===== config.mk =====
export PLATFORM = sky130hd
export DESIGN_NAME = irq_status_encoder
export DESIGN_NICKNAME = d
export VERILOG_FILES = /design/src/rtl/irq_status_pkg.sv /design/src/rtl/ic_prio_enc.sv /design/src/rtl/ic_regs.sv /design/src/rtl/ic_cascade.sv /design/src/rtl/irq_status_encoder.sv
export SDC_FILE = /design/constraint.sdc
export NUM_CORES = 1
export LEC_CHECK = 0
export BUFFER_PORTS_ARGS = -buffer_cell sky130_fd_sc_hd__buf_2
export CAP_MARGIN = 10
export CORE_MARGIN = 4
export CORE_UTILIZATION = 40
export DETAILED_ROUTE_END_ITERATION = 12
export HOLD_SLACK_MARGIN = 0.06
export PLACE_DENSITY_LB_ADDON = 0.25
export SYNTH_ARGS = -nofsm -noshare
export SYNTH_HDL_FRONTEND = slang
export SYNTH_SLANG_ARGS = --single-unit

===== constraint.sdc =====
create_clock -name clk_i -period 2.8 [get_ports clk_i]
set_clock_uncertainty 0.05 [all_clocks]
set_input_delay 0.14 -clock clk_i [delete_from_list [all_inputs] [get_ports clk_i]]
set_output_delay 0.14 -clock clk_i [all_outputs]
set_load 0.005 [all_outputs]

===== src/rtl/irq_status_pkg.sv =====
package irq_status_pkg;
  localparam int CRIT_N    = 4;
  localparam int MAIN_N    = 17;
  localparam int PER_N     = 23;
  localparam int DMA_N     = 32;
  localparam int DW        = 32;
  localparam int AW        = 3;
  localparam int CRIT_IW   = $clog2(CRIT_N);
  localparam int MAIN_IW   = $clog2(MAIN_N);
  localparam int PER_IW    = $clog2(PER_N);
  localparam int PER_LSB   = DW - PER_N;

  // cascade slots
  localparam int CRIT_CASC = 2;
  localparam int MAIN_CASC = 4;
  localparam int PER_DMA   = 0;

  // status field layout (decoded by software)
  localparam int ST_CRIT_V = 10;
  localparam int ST_CRIT_L = 8;
  localparam int ST_MAIN_V = 21;
  localparam int ST_MAIN_L = 16;
  localparam int ST_PER_V  = 29;
  localparam int ST_PER_L  = 24;

  typedef enum logic [AW-1:0] {
    A_CMASK  = 3'd0,
    A_MMASK  = 3'd1,
    A_PMASK  = 3'd2,
    A_DPEND  = 3'd3,
    A_DMASK  = 3'd4,
    A_CTRL   = 3'd5,
    A_STATUS = 3'd6
  } reg_addr_e;
endpackage


===== src/rtl/ic_prio_enc.sv =====
module ic_prio_enc #(
  parameter int N  = 4,
  parameter int IW = (N > 1) ? $clog2(N) : 1
) (
  input  logic [N-1:0]  req_i,
  output logic          valid_o,
  output logic [IW-1:0] idx_o
);
  logic [N-1:0] below;

  always_comb begin
    valid_o = |req_i;
    idx_o   = '0;
    for (int i = N - 1; i >= 0; i--) begin
      if (req_i[i]) idx_o = IW'(i);
    end
  end

  always_comb begin
    below = (N'(1) << idx_o) - N'(1);
    if (valid_o) begin
      AST_ENC_LOWEST: assert (req_i[idx_o] && ((req_i & below) == '0));
    end
  end
endmodule


===== src/rtl/ic_regs.sv =====
module ic_regs
  import irq_status_pkg::*;
(
  input  logic                clk_i,
  input  logic                rst_ni,
  input  logic                we_i,
  input  logic [AW-1:0]       addr_i,
  input  logic [DW-1:0]       wdata_i,
  input  logic [DMA_N-1:0]    dma_set_i,
  input  logic [DW-1:0]       status_i,
  output logic [DW-1:0]       rdata_o,
  output logic [CRIT_N-1:0]   crit_mask_o,
  output logic [MAIN_N-1:0]   main_mask_o,
  output logic [PER_N-1:0]    per_mask_o,
  output logic [DMA_N-1:0]    dma_mask_o,
  output logic [DMA_N-1:0]    dma_pend_o,
  output logic                route_hi_o
);
  logic [CRIT_N-1:0] crit_mask_q;
  logic [MAIN_N-1:0] main_mask_q;
  logic [PER_N-1:0]  per_mask_q;
  logic [DMA_N-1:0]  dma_mask_q, dma_pend_q, dma_clr;
  logic              route_q, past_ok_q;

  assign dma_clr = (we_i && addr_i == A_DPEND) ? wdata_i[DMA_N-1:0] : '0;

  always_ff @(posedge clk_i or negedge rst_ni) begin
    if (!rst_ni) begin
      crit_mask_q <= '1;
      main_mask_q <= '1;
      per_mask_q  <= '1;
      dma_mask_q  <= '1;
      dma_pend_q  <= '0;
      route_q     <= 1'b0;
      past_ok_q   <= 1'b0;
    end else begin
      past_ok_q  <= 1'b1;
      dma_pend_q <= (dma_pend_q & ~dma_clr) | dma_set_i;  // set wins
      if (we_i) begin
        unique case (addr_i)
          A_CMASK: crit_mask_q <= wdata_i[CRIT_N-1:0];
          A_MMASK: main_mask_q <= wdata_i[MAIN_N-1:0];
          A_PMASK: per_mask_q  <= wdata_i[DW-1:PER_LSB];
          A_DMASK: dma_mask_q  <= wdata_i[DMA_N-1:0];
          A_CTRL:  route_q     <= wdata_i[0];
          default: ;
        endcase
      end
    end
  end

  always_comb begin
    rdata_o = '0;
    unique case (addr_i)
      A_CMASK:  rdata_o[CRIT_N-1:0]    = crit_mask_q;
      A_MMASK:  rdata_o[MAIN_N-1:0]    = main_mask_q;
      A_PMASK:  rdata_o[DW-1:PER_LSB]  = per_mask_q;
      A_DPEND:  rdata_o[DMA_N-1:0]     = dma_pend_q;
      A_DMASK:  rdata_o[DMA_N-1:0]     = dma_mask_q;
      A_CTRL:   rdata_o[0]             = route_q;
      A_STATUS: rdata_o                = status_i;
      default:  rdata_o                = '0;
    endcase
  end

  assign crit_mask_o = crit_mask_q;
  assign main_mask_o = main_mask_q;
  assign per_mask_o  = per_mask_q;
  assign dma_mask_o  = dma_mask_q;
  assign dma_pend_o  = dma_pend_q;
  assign route_hi_o  = route_q;

  AST_DMA_CLEARED: assert property (@(posedge clk_i) disable iff (!rst_ni)
    (past_ok_q && $past(we_i && addr_i == A_DPEND))
      |-> ((dma_pend_q & $past(wdata_i[DMA_N-1:0] & ~dma_set_i)) == '0));
  AST_DMA_SET_WINS: assert property (@(posedge clk_i) disable iff (!rst_ni)
    past_ok_q |-> ((dma_pend_q & $past(dma_set_i)) == $past(dma_set_i)));
endmodule


===== src/rtl/ic_cascade.sv =====
module ic_cascade
  import irq_status_pkg::*;
(
  input  logic [CRIT_N-1:0] crit_p_i,
  input  logic [MAIN_N-1:0] main_p_i,
  input  logic [PER_N-1:0]  per_p_i,
  input  logic [CRIT_N-1:0] crit_mask_i,
  input  logic [MAIN_N-1:0] main_mask_i,
  input  logic [PER_N-1:0]  per_mask_i,
  input  logic [DMA_N-1:0]  dma_pend_i,
  input  logic [DMA_N-1:0]  dma_mask_i,
  input  logic              route_hi_i,
  output logic [CRIT_N-1:0] crit_eff_o,
  output logic [MAIN_N-1:0] main_eff_o,
  output logic [PER_N-1:0]  per_eff_o
);
  logic dma_any, per_any;

  assign dma_any = |(dma_pend_i & ~dma_mask_i);
  assign per_any = |per_eff_o;

  // peripheral mask is bit-reversed: source i at mask index PER_N-1-i
  for (genvar i = 0; i < PER_N; i++) begin : g_per
    if (i == PER_DMA) begin : g_dma
      assign per_eff_o[i] = dma_any & ~per_mask_i[PER_N-1-i];
    end else begin : g_req
      assign per_eff_o[i] = per_p_i[i] & ~per_mask_i[PER_N-1-i];
    end
  end

  for (genvar i = 0; i < MAIN_N; i++) begin : g_main
    if (i == MAIN_CASC) begin : g_casc
      assign main_eff_o[i] = per_any & ~route_hi_i & ~main_mask_i[MAIN_N-1-i];
    end else begin : g_req
      assign main_eff_o[i] = main_p_i[i] & ~main_mask_i[MAIN_N-1-i];
    end
  end

  for (genvar i = 0; i < CRIT_N; i++) begin : g_crit
    if (i == CRIT_CASC) begin : g_casc
      assign crit_eff_o[i] = per_any & route_hi_i & ~crit_mask_i[i];
    end else begin : g_req
      assign crit_eff_o[i] = crit_p_i[i] & ~crit_mask_i[i];
    end
  end
endmodule


===== src/rtl/irq_status_encoder.sv =====
module irq_status_encoder
  import irq_status_pkg::*;
(
  input  logic                clk_i,
  input  logic                rst_ni,
  input  logic [CRIT_N-1:0]   crit_req_i,
  input  logic [MAIN_N-1:0]   main_req_i,
  input  logic [PER_N-1:0]    per_req_i,
  input  logic [DMA_N-1:0]    dma_set_i,
  input  logic                reg_we_i,
  input  logic [AW-1:0]       reg_addr_i,
  input  logic [DW-1:0]       reg_wdata_i,
  output logic [DW-1:0]       reg_rdata_o,
  output logic [DW-1:0]       status_o
);
  logic [CRIT_N-1:0]  crit_p_q, crit_mask, crit_eff;
  logic [MAIN_N-1:0]  main_p_q, main_mask, main_eff;
  logic [PER_N-1:0]   per_p_q, per_mask, per_eff;
  logic [DMA_N-1:0]   dma_mask, dma_pend;
  logic               route_hi;
  logic               crit_v, main_v, per_v;
  logic [CRIT_IW-1:0] crit_idx;
  logic [MAIN_IW-1:0] main_idx;
  logic [PER_IW-1:0]  per_idx;

  always_ff @(posedge clk_i or negedge rst_ni) begin
    if (!rst_ni) begin
      crit_p_q <= '0;
      main_p_q <= '0;
      per_p_q  <= '0;
    end else begin
      crit_p_q <= crit_req_i;
      main_p_q <= main_req_i;
      per_p_q  <= per_req_i;
    end
  end

  ic_regs u_regs (
    .clk_i       (clk_i),
    .rst_ni      (rst_ni),
    .we_i        (reg_we_i),
    .addr_i      (reg_addr_i),
    .wdata_i     (reg_wdata_i),
    .dma_set_i   (dma_set_i),
    .status_i    (status_o),
    .rdata_o     (reg_rdata_o),
    .crit_mask_o (crit_mask),
    .main_mask_o (main_mask),
    .per_mask_o  (per_mask),
    .dma_mask_o  (dma_mask),
    .dma_pend_o  (dma_pend),
    .route_hi_o  (route_hi)
  );

  ic_cascade u_casc (
    .crit_p_i    (crit_p_q),
    .main_p_i    (main_p_q),
    .per_p_i     (per_p_q),
    .crit_mask_i (crit_mask),
    .main_mask_i (main_mask),
    .per_mask_i  (per_mask),
    .dma_pend_i  (dma_pend),
    .dma_mask_i  (dma_mask),
    .route_hi_i  (route_hi),
    .crit_eff_o  (crit_eff),
    .main_eff_o  (main_eff),
    .per_eff_o   (per_eff)
  );

  ic_prio_enc #(.N(CRIT_N), .IW(CRIT_IW)) u_enc_crit (
    .req_i (crit_eff), .valid_o (crit_v), .idx_o (crit_idx));
  ic_prio_enc #(.N(MAIN_N), .IW(MAIN_IW)) u_enc_main (
    .req_i (main_eff), .valid_o (main_v), .idx_o (main_idx));
  ic_prio_enc #(.N(PER_N), .IW(PER_IW)) u_enc_per (
    .req_i (per_eff), .valid_o (per_v), .idx_o (per_idx));

  always_comb begin
    status_o = '0;
    status_o[ST_CRIT_V]                      = crit_v;
    status_o[ST_CRIT_L +: CRIT_IW]           = crit_idx;
    status_o[ST_MAIN_V]                      = main_v;
    status_o[ST_MAIN_L +: MAIN_IW]           = main_idx;
    status_o[ST_PER_V]                       = per_v;
    status_o[ST_PER_L +: PER_IW]             = per_idx;
  end

  AST_CASC_TO_MAIN: assert property (@(posedge clk_i) disable iff (!rst_ni)
    (status_o[ST_PER_V] && !route_hi && !main_mask[MAIN_N-1-MAIN_CASC])
      |-> status_o[ST_MAIN_V]);
  AST_CASC_TO_CRIT: assert property (@(posedge clk_i) disable iff (!rst_ni)
    (status_o[ST_PER_V] && route_hi && !crit_mask[CRIT_CASC])
      |-> status_o[ST_CRIT_V]);
  AST_DMA_CASC: assert property (@(posedge clk_i) disable iff (!rst_ni)
    ((|(dma_pend & ~dma_mask)) && !per_mask[PER_N-1-PER_DMA])
      |-> (status_o[ST_PER_V] && status_o[ST_PER_L +: PER_IW] == '0));
  AST_EMPTY_ZERO: assert property (@(posedge clk_i) disable iff (!rst_ni)
    (!status_o[ST_CRIT_V] |-> status_o[ST_CRIT_L +: CRIT_IW] == '0) and
    (!status_o[ST_MAIN_V] |-> status_o[ST_MAIN_L +: MAIN_IW] == '0) and
    (!status_o[ST_PER_V]  |-> status_o[ST_PER_L +: PER_IW] == '0));
endmodule


Word-level counts from Yosys, hierarchy flattened
Cells that the tools add are included.
Widths: inputs -> output; s select.
{"block": "totals", "regBits": 153, "output_inout_bits": 64, "word_cells": 172}
{"block": "op_classes", "n_bitwise": 96, "reduce_logical": 11, "muxes": 50, "n_eq_ne": 6}
{"cell": "$mux 5", "count": 40}
{"cell": "$and 32x32->32", "count": 2}
{"cell": "$not 32->32", "count": 2}
{"cell": "$pmux 15 s4", "count": 1}
{"cell": "$and 1x1->1", "count": 46}
{"cell": "$not 1->1", "count": 45}
{"cell": "$pmux 8 s5", "count": 1}
{"cell": "$mux 32", "count": 1}
{"cell": "$or 32x32->32", "count": 1}
{"cell": "$reduce_or 32->1", "count": 1}
{"cell": "$reduce_or 23->1", "count": 1}
{"cell": "$pmux 5 s4", "count": 1}
{"cell": "$reduce_or 17->1", "count": 1}
{"cell": "$pmux 3 s4", "count": 1}
{"cell": "$reduce_and 2->1", "count": 5}
{"cell": "$eq 3x3->1 const B", "count": 3}
{"cell": "$mux 2", "count": 4}
{"cell": "$eq 3x2->1 const B", "count": 2}
{"cell": "$pmux 1 s5", "count": 1}
{"cell": "$reduce_or 4->1", "count": 1}
{"cell": "$eq 3x1->1 const B", "count": 1}
{"cell": "$logic_not 3->1", "count": 1}
{"cell": "$logic_and 1x1->1", "count": 1}

Depth between registers and ports, before layout
{"block": "depth", "word_depth": 26, "depth_mapped": 9}

Hierarchy
Synthesis repeated with hierarchy kept, for this count alone.
{"block": "unflattened", "cells_unflattened": 685, "area_unflattened_um2": 7632.3}
{"module": "ic_regs", "instances": 1, "seq_area_each_um2": 2822.7, "cells_each": 428, "area_per_inst_um2": 5292.6}
{"module": "irq_status_encoder", "instances": 1, "seq_area_each_um2": 1101.1, "cells_each": 65, "area_per_inst_um2": 1255.0}
{"module": "ic_cascade", "instances": 1, "seq_area_each_um2": 0.0, "cells_each": 106, "area_per_inst_um2": 603.1}
{"module": "ic_prio_enc at u_enc_per", "instances": 1, "seq_area_each_um2": 0.0, "cells_each": 45, "area_per_inst_um2": 261.5}
{"module": "ic_prio_enc at u_enc_main", "instances": 1, "seq_area_each_um2": 0.0, "cells_each": 34, "area_per_inst_um2": 185.2}
{"module": "ic_prio_enc at u_enc_crit", "instances": 1, "seq_area_each_um2": 0.0, "cells_each": 7, "area_per_inst_um2": 35.0}

Worst setup path after synthesis
No wires, ideal clock.
{"block": "synth_timing", "path_kind": "flip-flop to output port", "start": "register u_regs.dma_mask_q[26], in the netlist u_regs.dma_mask_o[26]", "end": "output port status_o[10]", "n_path_buf": 2, "slack_ns": 0.503, "path_stages_with_launch": 10, "arrival_time_ns": 2.107, "path_cell_list": "dfstp_2 -> nand2b_1 -> o2111ai_1 -> a2111oi_4 -> a41oi_4 -> or2_1 -> buf_6 -> a211oi_2 -> inv_1 -> buf_4"}
{"block": "synth_via", "elab_chain_len": 8}
{"element": "start: declaration", "line": "ic_regs.sv:22", "text": "logic [DMA_N-1:0] dma_mask_q, dma_pend_q, dma_clr;"}
{"element": "start signal: assignment", "line": "ic_regs.sv:44", "text": "A_DMASK: dma_mask_q <= wdata_i[DMA_N-1:0];"}
{"element": "$not 32->32", "line": "ic_cascade.sv:19", "text": "assign dma_any = |(dma_pend_i & ~dma_mask_i);"}
{"element": "$and 32x32->32", "line": "ic_cascade.sv:19"}
{"element": "$reduce_or 32->1", "line": "ic_cascade.sv:19"}
{"element": "$and 1x1->1", "line": "ic_cascade.sv:25", "text": "assign per_eff_o[i] = dma_any & ~per_mask_i[PER_N-1-i];"}
{"element": "$reduce_or 23->1"}
{"element": "net per_v", "line": "irq_status_encoder.sv:21", "text": "logic crit_v, main_v, per_v;"}
{"element": "$and 1x1->1 (2 in series)", "line": "ic_cascade.sv:41", "text": "assign crit_eff_o[i] = per_any & route_hi_i & ~crit_mask_i[i];"}
{"element": "$reduce_or 4->1", "line": "ic_prio_enc.sv:12", "text": "valid_o = |req_i;"}
{"element": "end: declaration", "line": "irq_status_encoder.sv:14", "text": "output logic [DW-1:0] status_o"}
The timed path passes the listed nets, and every way through them passes these cells.

Worst setup path after layout
{"block": "layout_timing", "start": "register u_regs.dma_mask_q[6], in the netlist u_regs.dma_mask_o[6]", "end": "output port reg_rdata_o[27]"}
{"block": "layout_via", "elab_chain_len": 6}
{"element": "$not 32->32", "line": "ic_cascade.sv:19"}
{"element": "$and 32x32->32", "line": "ic_cascade.sv:19"}
{"element": "$reduce_or 32->1", "line": "ic_cascade.sv:19"}
{"element": "$and 1x1->1", "line": "ic_cascade.sv:25"}
{"element": "$mux 5", "line": "ic_prio_enc.sv:15", "text": "if (req_i[i]) idx_o = IW'(i);"}
{"element": "$pmux 15 s4", "line": "ic_regs.sv:54", "text": "unique case (addr_i)"}
{"element": "end: declaration", "line": "irq_status_encoder.sv:13", "text": "output logic [DW-1:0] reg_rdata_o,"}
Every way passes these cells.

==> flow_summary.yaml <==
routing:
  drt_iter0_drc: 360
  drc_errors: 0
  ant_nets: 0
  routed_wl_mm: 24.4
  dr.pass1.iters: 5
  wl_per_cell_um: 19.6
  viasPerCell: 5.15
  via_count: 6404
synth:
  synth_top_cell_by_area: "dfstp_2"
  seq_area_frac_synth: 0.521
  synth-edff-count: 0
  synth_top_area_frac: 0.270
  ys_seq_elements: 150
  syn-cell-area_um2: 7390
  synthFlopType: "dfstp_2"
  ys_types: 53
  synth_area_leaders: "dfstp_2 (27%), dfrtp_1 (25%), mux2_2 (12%)"
  async_flop_share: 1.00
  ys_warn_count: 0
  synth.avg_cell_area_um2: 10.9
  synth_cells: 677
sta:
  tightest_slew_ns: 0.700
  slew_headroom: 0.533
  setup_viol: 17
  fin_ws_ns: -0.152
  rsz0062_at_grt: "yes"
  finalMaxSlewViolations: 0
  fin_crit_ns: 2.95
  holdWs_ns: 0.244
  fin_crit_sh: 1.05
  hold_viol: 0
  max_freq_mhz: 339
floorplan:
  fp.dieW_um: 144
  die_area_um2: 20700
  core_area_um2: 18100
  io_pins: 178
  fp.dieH_um: 144
  initial_core_util: 0.409
  rows: 49
clock_network:
  cts_max_level: 4
  clk_path_buf_depth: 2
  cts_sinks: 150
  clk_pin_slew_worst_paths_ns: 0.06
  cts_tree: "yes"
  cts_root_buf: "clkbuf_16"
  insertion_delay_ns: 0.43
  cts_made_buffers: 17
critical_path:
  crit_fanout: 5
  worstPathRequired_ns: 2.61
  critPathCaptureType: "output pin"
  arrival_ns: 2.76
  start_kind: "register"
  path_class: "reg -> out"
finish:
  layout_commonest_cell: "buf_2"
  fillers: 1491
  fin_nets: 1115
  antenna_cells: 0
  final_cell_mix: "buf_2 (155), dlygate4sd3_1 (138), mux2_2 (78), dfstp_2 (76), nand2_1 (75)"
  drive_gt1_frac: 0.421
  multiInputGateArea_um2: 3520
  seq_area_um2: 3850
  area_growth_syn_to_layout_pct: 47.4
placed_design:
  place_ws_ns: 0.0713
  io_buffers: 157
  gp_congestion: 0.891
  dp_hpwl_mm: 16.3
global_route:
  grt_overflow_total: 0
  grt.total_usage: 0.238
  grt_pass1_wl_mm: 37.3
  grt_start_max_net_pins: 75
  grt_pass1_vias: 6721
  antenna_found_initial: 0
status:
  violations: "setup timing"
  status: "finished, violations left"
power_and_ir_drop:
  vdd_ir_drop_max_v: 0.000458
  powerDensity_nw_per_um2: 622
  p_leak_nw: 4.72
run:
  cap_violations: 0
hold_path:
  hp-class: "in -> reg"
-- registers in the layout (all words and copies together), names as in the netlist --
name                flops
u_regs.dma_mask_o      32
u_regs.dma_pend_o      32
u_regs.per_mask_o      23
per_p_q                22
u_regs.main_mask_o     17
main_p_q               16
u_regs.crit_mask_o      4
crit_p_q                3
u_regs.route_hi_o       1
-- worst max-delay path, cell delays in order, from the launching register on --
cell	delay, ns
dfstp_2	0.55
nand2b_4	0.16
o2111ai_4	0.13
a2111oi_4	0.26
a41oi_4	0.23
buf_4	0.20
nor3_2	0.23
nor3b_4	0.26
a221o_1	0.19
buf_2	0.12
-- routing by layer --
metal  part of all wire  vias up  GRT usage
met1               0.45     3156      0.323
li1                   -     2986          -
met5                  0        -          0
met4              0.020        0     0.0808
met2               0.47      229      0.382
met3              0.062       33     0.0479
-- final cells by class --
cell class / instances / share of cell area
repair buffers: 335 / 0.232
flip-flops and latches: 150 / 0.353
multi-input cells: 466 / 0.323
clock buffers: 20 / 0.0410
inverters: 31 / 0.0107
well taps: 229 / 0.0263
clock inverters: 12 / 0.0139
-- metrics by stage --
stage / cells / power [W] / TNS, ns / instance area, µm² / util
floorplan: 693 / 0.00357 / 0 / 7450 / -
global placement: 1051 / 0.00406 / 0 / 8440 / 0.467
detailed placement: 1051 / 0.00408 / 0 / 8440 / 0.467
CTS: 1237 / 0.00674 / -0.656 / 10800 / 0.595
global route: 1243 / 0.00707 / -3.56 / 10900 / 0.603
finish: 1243 / 0.00678 / -1.24 / 10900 / 0.603
-- final timing paths --
kind	from	to	slack, ns	cells after the start
worst min register to register	u_regs.main_mask_o[14]	u_regs.main_mask_o[14]	0.49	2
worst max register to register	u_regs.dma_pend_o[14]	u_regs.dma_pend_o[14]	1.42	2
max in group asynchronous	rst_ni	u_regs.per_mask_o[19]	1.56	3
min in group asynchronous	rst_ni	main_p_q[10]	0.25	2
worst min-delay path	reg_we_i	u_regs.route_hi_o	0.24	4
worst max-delay path	u_regs.dma_mask_o[6]	reg_rdata_o[27]	-0.15	9
-- cells by family (layout without fill, tap and decap cells) --
family | after synthesis | count (layout) | synth area share
compound gates | 147 | 147 | 0.143
buf+inv | 77 | 398 | 0.0513
flops | 150 | 150 | 0.521
mux | 102 | 102 | 0.151
other cells | 1 | 17 | 0.000507
simple gates | 200 | 200 | 0.133
-- report_power, final --
part	total, W	internal (W)	switching (W)
Clock	0.00236	0.00143	0.000938
Sequential	0.00289	0.00264	0.000250
Combinational	0.00153	0.000804	0.000728
Total	0.00678	0.00487	0.00192
-- synth_stat cells (2+ instances only) --
master and count:
mux2_2 78, dfstp_2 76, nand2_1 76, dfrtp_1 74
o21ai_0 37, nor2_1 35, a21o_1 34, nand2b_1 33
inv_1 31, nor2b_1 30, mux2i_1 24, buf_4 20
clkbuf_1 16, a21oi_1 14, o22ai_1 13, a22oi_1 10
a31oi_1 6, buf_2 6, a221o_1 5, nor4_1 5
o31ai_1 5, nand3_1 4, buf_1 3, nor3_1 3
o211ai_1 3, a2111oi_4 2, a21boi_0 2, and2_1 2
and3_1 2, nand3b_1 2, nand4_1 2, nor3b_1 2
o2111ai_1 2
-- what timing repair did --
item                                    4_1_cts  5_1_grt
pin swaps                                    18       12
endpoints found under the hold margin       192        0
gates resized for setup                      37       16
cloned                                        0        0
endpoints found under the setup margin       27       26
buffers inserted                             18        7
hold buffers                                138        0
(Power assumes the default switching activity.)
